==> src/rtl/sar_pkg.sv <==
`timescale 1ns/1ps
package sar_pkg;
  localparam int unsigned WORD_W    = 24;
  localparam int unsigned RATIO_LO  = 256;
  localparam int unsigned RATIO_HI  = 384;
  localparam int unsigned RATIO_TOL = 2;

  typedef enum logic {
    FMT_I2S = 1'b0,
    FMT_LJ  = 1'b1
  } fmt_e;
endpackage

==> src/rtl/sar_in_sync.sv <==
`timescale 1ns/1ps
module sar_in_sync (
  input  logic clk_i,
  input  logic rst_ni,
  input  logic bclk_i,
  input  logic wclk_i,
  input  logic sdata_i,
  output logic rise_o,
  output logic wclk_o,
  output logic sdata_o
);
  logic b_q, b_d;

  always_ff @(posedge clk_i or negedge rst_ni) begin
    if (!rst_ni) begin
      b_q     <= 1'b0;
      b_d     <= 1'b0;
      wclk_o  <= 1'b0;
      sdata_o <= 1'b0;
    end else begin
      b_q     <= bclk_i;
      b_d     <= b_q;
      wclk_o  <= wclk_i;
      sdata_o <= sdata_i;
    end
  end

  assign rise_o = b_q & ~b_d;


  rise_spacing_chk: assert property (@(posedge clk_i) disable iff (!rst_ni)
    rise_o |=> !rise_o);
endmodule

==> src/rtl/sar_deser.sv <==
`timescale 1ns/1ps
module sar_deser #(
  parameter int unsigned WORD_W = 24
) (
  input  logic              clk_i,
  input  logic              rst_ni,
  input  logic              fmt_i,
  input  logic              rise_i,
  input  logic              wclk_i,
  input  logic              sdata_i,
  output logic [WORD_W-1:0] left_o,
  output logic [WORD_W-1:0] right_o,
  output logic              valid_o
);
  localparam int unsigned     POS_W    = $clog2(WORD_W + 1);
  localparam logic [POS_W-1:0] POS_FULL = POS_W'(WORD_W);
  localparam logic [POS_W-1:0] POS_TOP  = POS_W'(WORD_W - 1);

  logic              w_prev, seen, pend, live, acc_left, left_ok;
  logic [WORD_W-1:0] acc, left_hold;
  logic [POS_W-1:0]  pos, bit_idx;
  logic              trans, commit, new_left, is_lj;

  always_comb begin
    is_lj    = (fmt_i == sar_pkg::FMT_LJ);
    trans    = seen & (wclk_i ^ w_prev);
    // left-justified starts a word on the change itself, I2S one slot later
    commit   = is_lj ? trans : pend;
    new_left = is_lj ? wclk_i : ~wclk_i;
    bit_idx  = POS_TOP - pos;
  end

  always_ff @(posedge clk_i or negedge rst_ni) begin
    if (!rst_ni) begin
      w_prev    <= 1'b0;
      seen      <= 1'b0;
      pend      <= 1'b0;
      live      <= 1'b0;
      acc_left  <= 1'b0;
      left_ok   <= 1'b0;
      acc       <= '0;
      left_hold <= '0;
      pos       <= '0;
      left_o    <= '0;
      right_o   <= '0;
      valid_o   <= 1'b0;
    end else begin
      valid_o <= 1'b0;
      if (rise_i) begin
        seen   <= 1'b1;
        w_prev <= wclk_i;
        pend   <= ~is_lj & trans;
        if (commit) begin
          if (live) begin
            if (acc_left) begin
              left_hold <= acc;
              left_ok   <= 1'b1;
            end else if (left_ok) begin
              left_o  <= left_hold;
              right_o <= acc;
              valid_o <= 1'b1;
              left_ok <= 1'b0;
            end
          end
          acc      <= {sdata_i, {(WORD_W-1){1'b0}}};
          pos      <= POS_W'(1);
          acc_left <= new_left;
          live     <= 1'b1;
        end else if (pos < POS_FULL) begin
          acc[bit_idx] <= sdata_i;
          pos          <= pos + POS_W'(1);
        end
      end
    end
  end


  valid_after_rise_chk: assert property (@(posedge clk_i) disable iff (!rst_ni)
    valid_o |-> $past(rise_i));

  valid_single_chk: assert property (@(posedge clk_i) disable iff (!rst_ni)
    valid_o |=> !valid_o);

  hold_between_chk: assert property (@(posedge clk_i) disable iff (!rst_ni)
    1'b1 |=> (valid_o || ($stable(left_o) && $stable(right_o))));

  pos_bound_chk: assert property (@(posedge clk_i) disable iff (!rst_ni)
    pos <= POS_FULL);
endmodule

==> src/rtl/sar_rate_chk.sv <==
`timescale 1ns/1ps
module sar_rate_chk #(
  parameter int unsigned RATIO_LO  = 256,
  parameter int unsigned RATIO_HI  = 384,
  parameter int unsigned RATIO_TOL = 2
) (
  input  logic clk_i,
  input  logic rst_ni,
  input  logic ratio_sel_i,
  input  logic wclk_i,
  output logic invalid_o
);
  localparam int unsigned CNT_MAX = RATIO_HI + RATIO_TOL + 1;
  localparam int unsigned CNT_W   = $clog2(CNT_MAX + 1);
  localparam logic [CNT_W:0] LO_MIN = (CNT_W+1)'(RATIO_LO - RATIO_TOL);
  localparam logic [CNT_W:0] LO_MAX = (CNT_W+1)'(RATIO_LO + RATIO_TOL);
  localparam logic [CNT_W:0] HI_MIN = (CNT_W+1)'(RATIO_HI - RATIO_TOL);
  localparam logic [CNT_W:0] HI_MAX = (CNT_W+1)'(RATIO_HI + RATIO_TOL);
  localparam logic [CNT_W-1:0] CNT_SAT = CNT_W'(CNT_MAX);

  logic             w_d, armed, timed_out, w_rise, good;
  logic [CNT_W-1:0] cnt;
  logic [CNT_W:0]   period, r_min, r_max;
  logic [1:0]       good_cnt;

  always_comb begin
    w_rise = wclk_i & ~w_d;
    r_min  = ratio_sel_i ? HI_MIN : LO_MIN;
    r_max  = ratio_sel_i ? HI_MAX : LO_MAX;
    period = {1'b0, cnt} + (CNT_W+1)'(1);
    good   = (period >= r_min) && (period <= r_max) && !timed_out;
  end

  always_ff @(posedge clk_i or negedge rst_ni) begin
    if (!rst_ni) begin
      w_d       <= 1'b0;
      armed     <= 1'b0;
      timed_out <= 1'b0;
      cnt       <= '0;
      good_cnt  <= '0;
      invalid_o <= 1'b1;
    end else begin
      w_d <= wclk_i;
      if (w_rise) begin
        cnt       <= '0;
        armed     <= 1'b1;
        timed_out <= 1'b0;
        if (armed) begin
          if (good) begin
            if (good_cnt != 2'd0) begin
              good_cnt  <= 2'd2;
              invalid_o <= 1'b0;
            end else begin
              good_cnt <= 2'd1;
            end
          end else begin
            good_cnt  <= '0;
            invalid_o <= 1'b1;
          end
        end
      end else begin
        if (cnt != CNT_SAT) cnt <= cnt + CNT_W'(1);
        if (armed && !timed_out && ({1'b0, cnt} == r_max)) begin
          timed_out <= 1'b1;
          good_cnt  <= '0;
          invalid_o <= 1'b1;
        end
      end
    end
  end


  clear_on_edge_chk: assert property (@(posedge clk_i) disable iff (!rst_ni)
    $fell(invalid_o) |-> $past(w_rise));

  clear_after_two_chk: assert property (@(posedge clk_i) disable iff (!rst_ni)
    $fell(invalid_o) |-> $past(good_cnt == 2'd1));

  cnt_bound_chk: assert property (@(posedge clk_i) disable iff (!rst_ni)
    cnt <= CNT_SAT);
endmodule

==> src/rtl/serial_audio_rx.sv <==
`timescale 1ns/1ps
module serial_audio_rx #(
  parameter int unsigned WORD_W    = sar_pkg::WORD_W,
  parameter int unsigned RATIO_LO  = sar_pkg::RATIO_LO,
  parameter int unsigned RATIO_HI  = sar_pkg::RATIO_HI,
  parameter int unsigned RATIO_TOL = sar_pkg::RATIO_TOL
) (
  input  logic              clk_i,
  input  logic              rst_ni,
  input  logic              fmt_i,
  input  logic              ratio_sel_i,
  input  logic              bclk_i,
  input  logic              wclk_i,
  input  logic              sdata_i,
  output logic [WORD_W-1:0] left_o,
  output logic [WORD_W-1:0] right_o,
  output logic              valid_o,
  output logic              invalid_o
);
  logic rise, wclk_s, sdata_s;

  sar_in_sync u_sync (
    .clk_i   (clk_i),
    .rst_ni  (rst_ni),
    .bclk_i  (bclk_i),
    .wclk_i  (wclk_i),
    .sdata_i (sdata_i),
    .rise_o  (rise),
    .wclk_o  (wclk_s),
    .sdata_o (sdata_s)
  );

  sar_deser #(.WORD_W(WORD_W)) u_deser (
    .clk_i   (clk_i),
    .rst_ni  (rst_ni),
    .fmt_i   (fmt_i),
    .rise_i  (rise),
    .wclk_i  (wclk_s),
    .sdata_i (sdata_s),
    .left_o  (left_o),
    .right_o (right_o),
    .valid_o (valid_o)
  );

  sar_rate_chk #(
    .RATIO_LO  (RATIO_LO),
    .RATIO_HI  (RATIO_HI),
    .RATIO_TOL (RATIO_TOL)
  ) u_rate (
    .clk_i       (clk_i),
    .rst_ni      (rst_ni),
    .ratio_sel_i (ratio_sel_i),
    .wclk_i      (wclk_s),
    .invalid_o   (invalid_o)
  );
endmodule

==> config.mk <==
export PLATFORM = sky130hd
export DESIGN_NAME = serial_audio_rx
export DESIGN_NICKNAME = d
export VERILOG_FILES = /design/src/rtl/sar_pkg.sv /design/src/rtl/sar_in_sync.sv /design/src/rtl/sar_deser.sv /design/src/rtl/sar_rate_chk.sv /design/src/rtl/serial_audio_rx.sv
export SDC_FILE = /design/constraint.sdc
export NUM_CORES = 1
export LEC_CHECK = 0
export ABC_AREA = 1
export BUFFER_PORTS_ARGS = -buffer_cell sky130_fd_sc_hd__buf_4
export CORE_ASPECT_RATIO = 0.9
export CORE_MARGIN = 5
export CORE_UTILIZATION = 33
export CTS_BUF_LIST = sky130_fd_sc_hd__clkbuf_16
export DETAILED_ROUTE_END_ITERATION = 6
export PLACE_DENSITY_LB_ADDON = 0.1
export RECOVER_POWER = 50
export SLEW_MARGIN = 20
export SYNTH_ARGS = -nofsm -noshare
export SYNTH_HDL_FRONTEND = slang
export SYNTH_SLANG_ARGS = --single-unit
==> constraint.sdc <==
create_clock -name clk_i -period 3.2 [get_ports clk_i]
set_clock_uncertainty 0.15 [all_clocks]
set_input_delay 0.32 -clock clk_i [delete_from_list [all_inputs] [get_ports clk_i]]
set_output_delay 0.32 -clock clk_i [all_outputs]
set_load 0.005 [all_outputs]
==> results of run 1 <==
## flip-flops by register name (all words and copies together), names as in the netlist, 2 cells and up
| signal | cells |
|---|---|
| u_deser.right_o | 24 |
| u_deser.left_o | 24 |
| u_rate.good_cnt | 2 |
| u_deser.pos | 5 |
| u_rate.cnt | 9 |
| u_deser.acc | 24 |
| u_deser.left_hold | 24 |
## worst reg2reg max path: cells and delay by family (launching register included)
kind	cells	cell delay (ps)
DFF	1	400
adders and majority gates	1	300
xor gates and xnor gates	1	220
buffers and inverters	3	240
and+or+nand+nor	14	1320
## Yosys cell counts, drive strengths merged
library cell	n	area (µm²)
or3	1	6.260
clkinv	1	3.750
o21bai	1	7.510
dfstp	1	26.28
a32oi	1	8.760
nor2	37	153.9
or2	3	18.77
nor3b	1	7.510
a21oi	30	150.1
ha	10	125.1
xnor2	1	8.760
nand4	7	43.79
nand3	26	142.6
o21ai	66	330.3
buf	12	93.84
xor2	2	17.52
dfrtp	126	3153
o31ai	1	7.510
clkbuf	10	37.54
nand2	203	777.0
a21boi	1	7.510
mux2i	6	60.06
o211ai	1	7.510
inv	71	266.5
nor4	2	12.51
a22oi	1	7.510
nor3	7	35.03
## kinds of logic after synthesis
| group | count (synthesis) | synth area share, % |
|---|---|---|
| XOR/XNOR | 3 | 0.4764 |
| AND/OR/NAND/NOR | 287 | 21.71 |
| AO/OA/AOI/OAI | 102 | 9.549 |
| multiplexers | 6 | 1.089 |
| adder cells (fa/ha/maj) | 10 | 2.268 |
| buffers and inverters | 94 | 7.280 |
| flip-flops | 127 | 57.63 |
## power groups by stage
stage / registers [mW] / clock network, mW / logic (mW)
2_1_floorplan: 2.08 / 0 / 0.548
3_3_place_gp: 2.13 / 0 / 0.850
3_5_place_dp: 2.14 / 0 / 0.864
4_1_cts: 2.11 / 1.81 / 0.871
5_1_grt: 2.15 / 1.89 / 0.977
6_report: 2.11 / 1.77 / 0.840
## per-stage QoR
step	instance area (µm²)	cells	total power [mW]	utilization (%)
2_1_floorplan	5517	629	2.632	-
3_3_place_gp	6117	877	2.980	37.54
3_5_place_dp	6117	877	3.001	37.54
4_1_cts	6704	913	4.797	41.14
5_1_grt	6676	913	5.011	40.97
6_report	6676	913	4.716	40.97
## how the worst max path moves through the flow
| stage | slack (ps) | cells after the start | endpoint | startpoint |
|---|---|---|---|---|
| finish | 530 | 19 | u_rate.invalid_o | u_rate.cnt[2] |
| global route | 170 | 3 | u_deser.left_hold[16] | rst_ni |
| CTS | 540 | 19 | u_rate.invalid_o | u_rate.cnt[3] |
| detailed placement | 550 | 19 | u_rate.invalid_o | u_rate.cnt[2] |
| global placement | 640 | 19 | u_rate.invalid_o | u_rate.cnt[2] |
| floorplan | 820 | 19 | u_rate.invalid_o | u_rate.cnt[2] |
## final cells by class
class | count | area [µm²]
well taps | 207 | 259.0
clock buffers | 17 | 425.4
multi-input cells | 408 | 1936
flip-flops and latches | 127 | 3179
clock inverters | 15 | 121.4
fillers | 1672 | 9619
inverters | 72 | 270.3
repair buffers | 67 | 485.5
## per-layer routing
metal / share of wire, % / GRT usage, % / wire [µm]
met3: 4.0 / 4.378 / 499
met4: 1.2 / 3.762 / 149
met2: 42 / 19.52 / 5256
met1: 52 / 19.36 / 6513
met5: 0 / 0 / 0
## repair_timing
action                                 in CTS  in global routing
setup buffers                               0                  0
endpoints found under the hold margin      54                  0
hold buffers                                4                  0
## placed cells by master, fill, tap and decap left out, drive strengths merged, types with 9 or more instances in the layout
cell    synthesis  final
nand2         203    203
dfrtp         126    126
inv            71     75
clkbuf         10     74
o21ai          66     66
nor2           37     37
a21oi          30     30
nand3          26     26
ha             10     10
clkinv          1      9
==> results.yml, run 1 <==
critical_path:
  crit_top_cell: "nand2_1"
  crit_arrival_ps: 2870
  rr_worst_depth: 19
  rr_endpoint: "u_rate.invalid_o"
  critPathMaxFanout: 5
  endpoint_kind: "flop"
  cp_slowest_cell: "dfrtp_1"
  path_buf_inv: 3
  crit_chain: "nand3_1, inv_1, nand4_1, xor2_1, inv_1, ha_1, or2_2, nor2_1, nand2_1, nor2_1, nand2_1, nand2_1, nand2_1, nand2_1, nand2_1, nand2_1, nand2_1, nand2_1, inv_1"
  reg2reg_from: "u_rate.cnt[2]"
  critical_path.top_delay_family: "simple AND/OR/NAND/NOR gates"
  setup.worst_path.start_class: "flop"
  required_ps: 3400
  max_stage_delay_ps: 400
  critPathKind: "flop to flop"
  reg2reg_setup_slack_ps: 530
clock_network:
  cts_buffers: 17
  cts_htree_levels: 4
  clk_pin_slew_worst_paths_ps: 60
  root_buffer: "clkbuf_16"
  ctsResizeCount: 0
  clock-sinks: 127
  worstSkewPairLatency_ps: 410
  cts_tree: "yes"
  cts_max_path_buffers: 2
global_route:
  antenna_found_initial: 0
  grt_pass1_vias: 4222
  grt_overflow: 0
  grt_pass1_wl_mm: 21.58
  track_usage_pct: 13.48
  grt_max_degree: 73
power:
  p_leak_nw: 3.282
  clockPowerShare_pct: 37.5
  combPwrFrac_pct: 17.8
  seqPwrFrac_pct: 44.7
  p_int_mw: 3.292
  power_density_nw_per_um2: 706.3
  power_switching_mw: 1.424
  swShare_pct: 30.19
  ir_drop_v: 0.0004449
synth:
  netlist_area_um2: 5517
  yosysWarnings: 0
  synth_nets: 646
  netlist_instances: 629
  synth-seq-cells: 127
  syn_avg_cell_area_um2: 8.770
  synth_cell_types: 35
  yosysSeqAreaShare_pct: 57.63
drt:
  wirelength_mm: 12.42
  drc_errors: 0
  drtAntennaViolNets: 0
  vias: 4191
  wl_per_cell_um: 13.60
  drt_iter0_markers: 194
  drtPass1Iterations: 5
  vias_per_cell: 4.590
sta:
  finalSetupViolations: 0
  rsz0062_at_grt: "no"
  worst_pin_slew_ps: 1431
  fin_crit_sh_pct: 83.40
  max_freq_ghz: 0.3747
  timing.hold.ws_ps: 65.92
  hold_viol_final: 0
  maxSlewViolCount: 0
  finalCriticalPeriod_ps: 2669
  fin_tns_setup_ps: 0
  slew_headroom_pct: 4.605
  setup_slack_ps: 531.1
floorplan:
  die-area_um2: 19410
  rows: 44
  fp.dieH_um: 132.7
  fp.coreArea_um2: 16300
  initial_utilization_pct: 33.85
  io_pins: 57
  die_w_um: 146.3
worst_hold_path:
  hold_end: "u_deser.pend"
  hold_path.class: "input port to flop"
  worstHoldPathCells: 4
  hold_start: "fmt_i"
place:
  port_buffers: 56
  place_congestion: 0.8557
  post-dp-hpwl_mm: 8.564
  dp_slack_ps: 545.2
flow_run:
  drv_cap: 0
finish:
  syn_to_final_growth_pct: 21.03
  drive_above_1_share_pct: 13.74
  antenna_cells: 0
  finalNetCount: 710
run_status:
  status: "complete, no violations"
No activity file was read; power rests on OpenSTA's default activity.
==> inputs of run 2 (changes only) <==
- clock period: 3.2 -> 2.48 ns (I/O delays scaled with it)
==> results.yml, run 2 (synthesized netlist as in run 1, its figures left out) <==
run_status:
  status: "complete, no violations"
clock_network:
  clk_pin_slew_worst_paths_ps: 60
  cts_tree: "yes"
  root_buffer: "clkbuf_16"
  clock-sinks: 127
  cts_max_path_buffers: 2
  cts_htree_levels: 4
  cts_buffers: 17
  worstSkewPairLatency_ps: 410
finish:
  seqCellArea_um2: 3179
  layout.cells.most_common: "nand2_1"
  postLayoutCoreUtil_pct: 42.97
  finalNonFillerCells: 942
  finalNetCount: 739
  syn_to_final_growth_pct: 26.94
  multiInputGateArea_um2: 1981
  final_cell_mix: "nand2_1 (196), dfrtp_1 (126), buf_4 (83), inv_1 (65), o21ai_1 (38)"
  drive_above_1_share_pct: 19.73
  fillCellCount: 1603
  antenna_cells: 0
critical_path:
  crit_arrival_ps: 2680
  required_ps: 2690
  path_buf_inv: 10
  crit_top_cell: "buf_4"
  crit_chain: "nand2_2, inv_2, nand4_1, buf_4, buf_4, buf_4, buf_4, buf_4, buf_4, buf_4, buf_4, o211ai_1, nor2_2, nand2_1, nand2_1, nand2_1, nand2_1, inv_1"
  critPathMaxFanout: 3
  cp_slowest_cell: "dfrtp_1"
  critical_path.top_delay_family: "buffers and inverters"
  max_stage_delay_ps: 370
  endpoint_kind: "flop"
  setup.worst_path.start_class: "flop"
  critPathKind: "flop to flop"
global_route:
  grt_max_degree: 81
  grt_pass1_vias: 4369
  antenna_found_initial: 0
  track_usage_pct: 13.85
  grt_pass1_wl_mm: 22.20
  grt_overflow: 0
power:
  swShare_pct: 29.72
  power_mw: 6.322
  ir_drop_v: 0.0004966
  p_leak_nw: 3.476
  clockPowerShare_pct: 37.8
  power_switching_mw: 1.879
  p_int_mw: 4.443
  combPwrFrac_pct: 19.4
  seqPwrFrac_pct: 42.7
  power_density_nw_per_um2: 902.8
floorplan:
  rows: 44
  fp.dieH_um: 132.7
  initial_utilization_pct: 33.85
  io_pins: 57
  fp.coreArea_um2: 16300
  die_w_um: 146.3
  die-area_um2: 19410
sta:
  timing.hold.ws_ps: 75.31
  slew_headroom_pct: 20.48
  finalSetupViolations: 0
  max_freq_ghz: 0.4053
  worst_pin_slew_ps: 1193
  maxSlewViolCount: 0
  hold_viol_final: 0
  finalCriticalPeriod_ps: 2467
  rsz0062_at_grt: "yes"
  fin_crit_sh_pct: 99.49
drt:
  drc_errors: 0
  drt_iter0_markers: 243
  vias_per_cell: 4.558
  vias: 4294
  drtPass1Iterations: 4
  wl_per_cell_um: 13.48
  drtAntennaViolNets: 0
  wirelength_mm: 12.70
worst_hold_path:
  hold_path.class: "input port to flop"
place:
  post-dp-hpwl_mm: 8.534
  place_inst: 887
  place_congestion: 0.8229
  port_buffers: 56
flow_run:
  drv_cap: 0
[run 2: per-stage QoR]
stage	TNS (ps)	setup WS, ps	cell area (µm²)
floorplan	0	103.0	5517
global placement	0	1.791	6230
detailed placement	-69.69	-48.98	6230
CTS	0	9.060	6973
global route	-456.7	-181.5	7003
finish	0	12.66	7003
[run 2: worst paths after layout]
check,cells after the start,startpoint,to,slack (ps)
min,4,ratio_sel_i,u_rate.timed_out,80
max,18,u_rate.cnt[4],u_rate.invalid_o,10
max reg2reg,18,u_rate.cnt[4],u_rate.invalid_o,10
max in group asynchronous,3,rst_ni,u_deser.left_ok,870
min reg2reg,0,u_sync.b_q,u_sync.b_d,220
min in group asynchronous,3,rst_ni,u_deser.left_o[11],560
[run 2: worst register-to-register path, stage by stage (launching register included)]
cell and delay (ps):
dfrtp_1 370, nand2_2 80, inv_2 60, nand4_1 180, buf_4 190, buf_4 120
buf_4 120, buf_4 120, buf_4 120, buf_4 120, buf_4 120, buf_4 120
o211ai_1 210, nor2_2 70, nand2_1 60, nand2_1 50, nand2_1 80, nand2_1 40
inv_1 50
[run 2: timing repair]
action | CTS | global route
endpoints found under the hold margin | 131 | 0
gates resized for setup | 4 | 12
endpoints found under the setup margin | 2 | 3
hold buffers | 5 | 0
buffers inserted | 15 | 3
pin swaps | 6 | 13
[run 2: power groups by stage]
stage | Clock, mW | Combinational, mW | Sequential [mW]
floorplan | 0 | 0.707 | 2.69
global placement | 0 | 1.17 | 2.73
detailed placement | 0 | 1.19 | 2.73
CTS | 2.45 | 1.23 | 2.70
global route | 2.57 | 1.42 | 2.75
finish | 2.39 | 1.23 | 2.70
[run 2: routing by layer]
layer  vias up  share of wire, %  wire length, µm  global-route usage, %
met1      2021                50             6400                  19.70
met2        68                44             5598                  20.55
met4         0               1.2              148                  4.023
li1       2194                 -                -                      -
met3        11               4.3              548                  4.070
met5         -                 0                0                      0
[run 2: final cells by class]
type / count / share of cell area, %
clock buffer: 17 / 6.075
sequential: 127 / 45.40
inverter: 72 / 3.859
multi-input combinational: 408 / 28.28
timing repair buffer: 96 / 10.61
tap: 207 / 3.698
clock inverter: 15 / 2.073
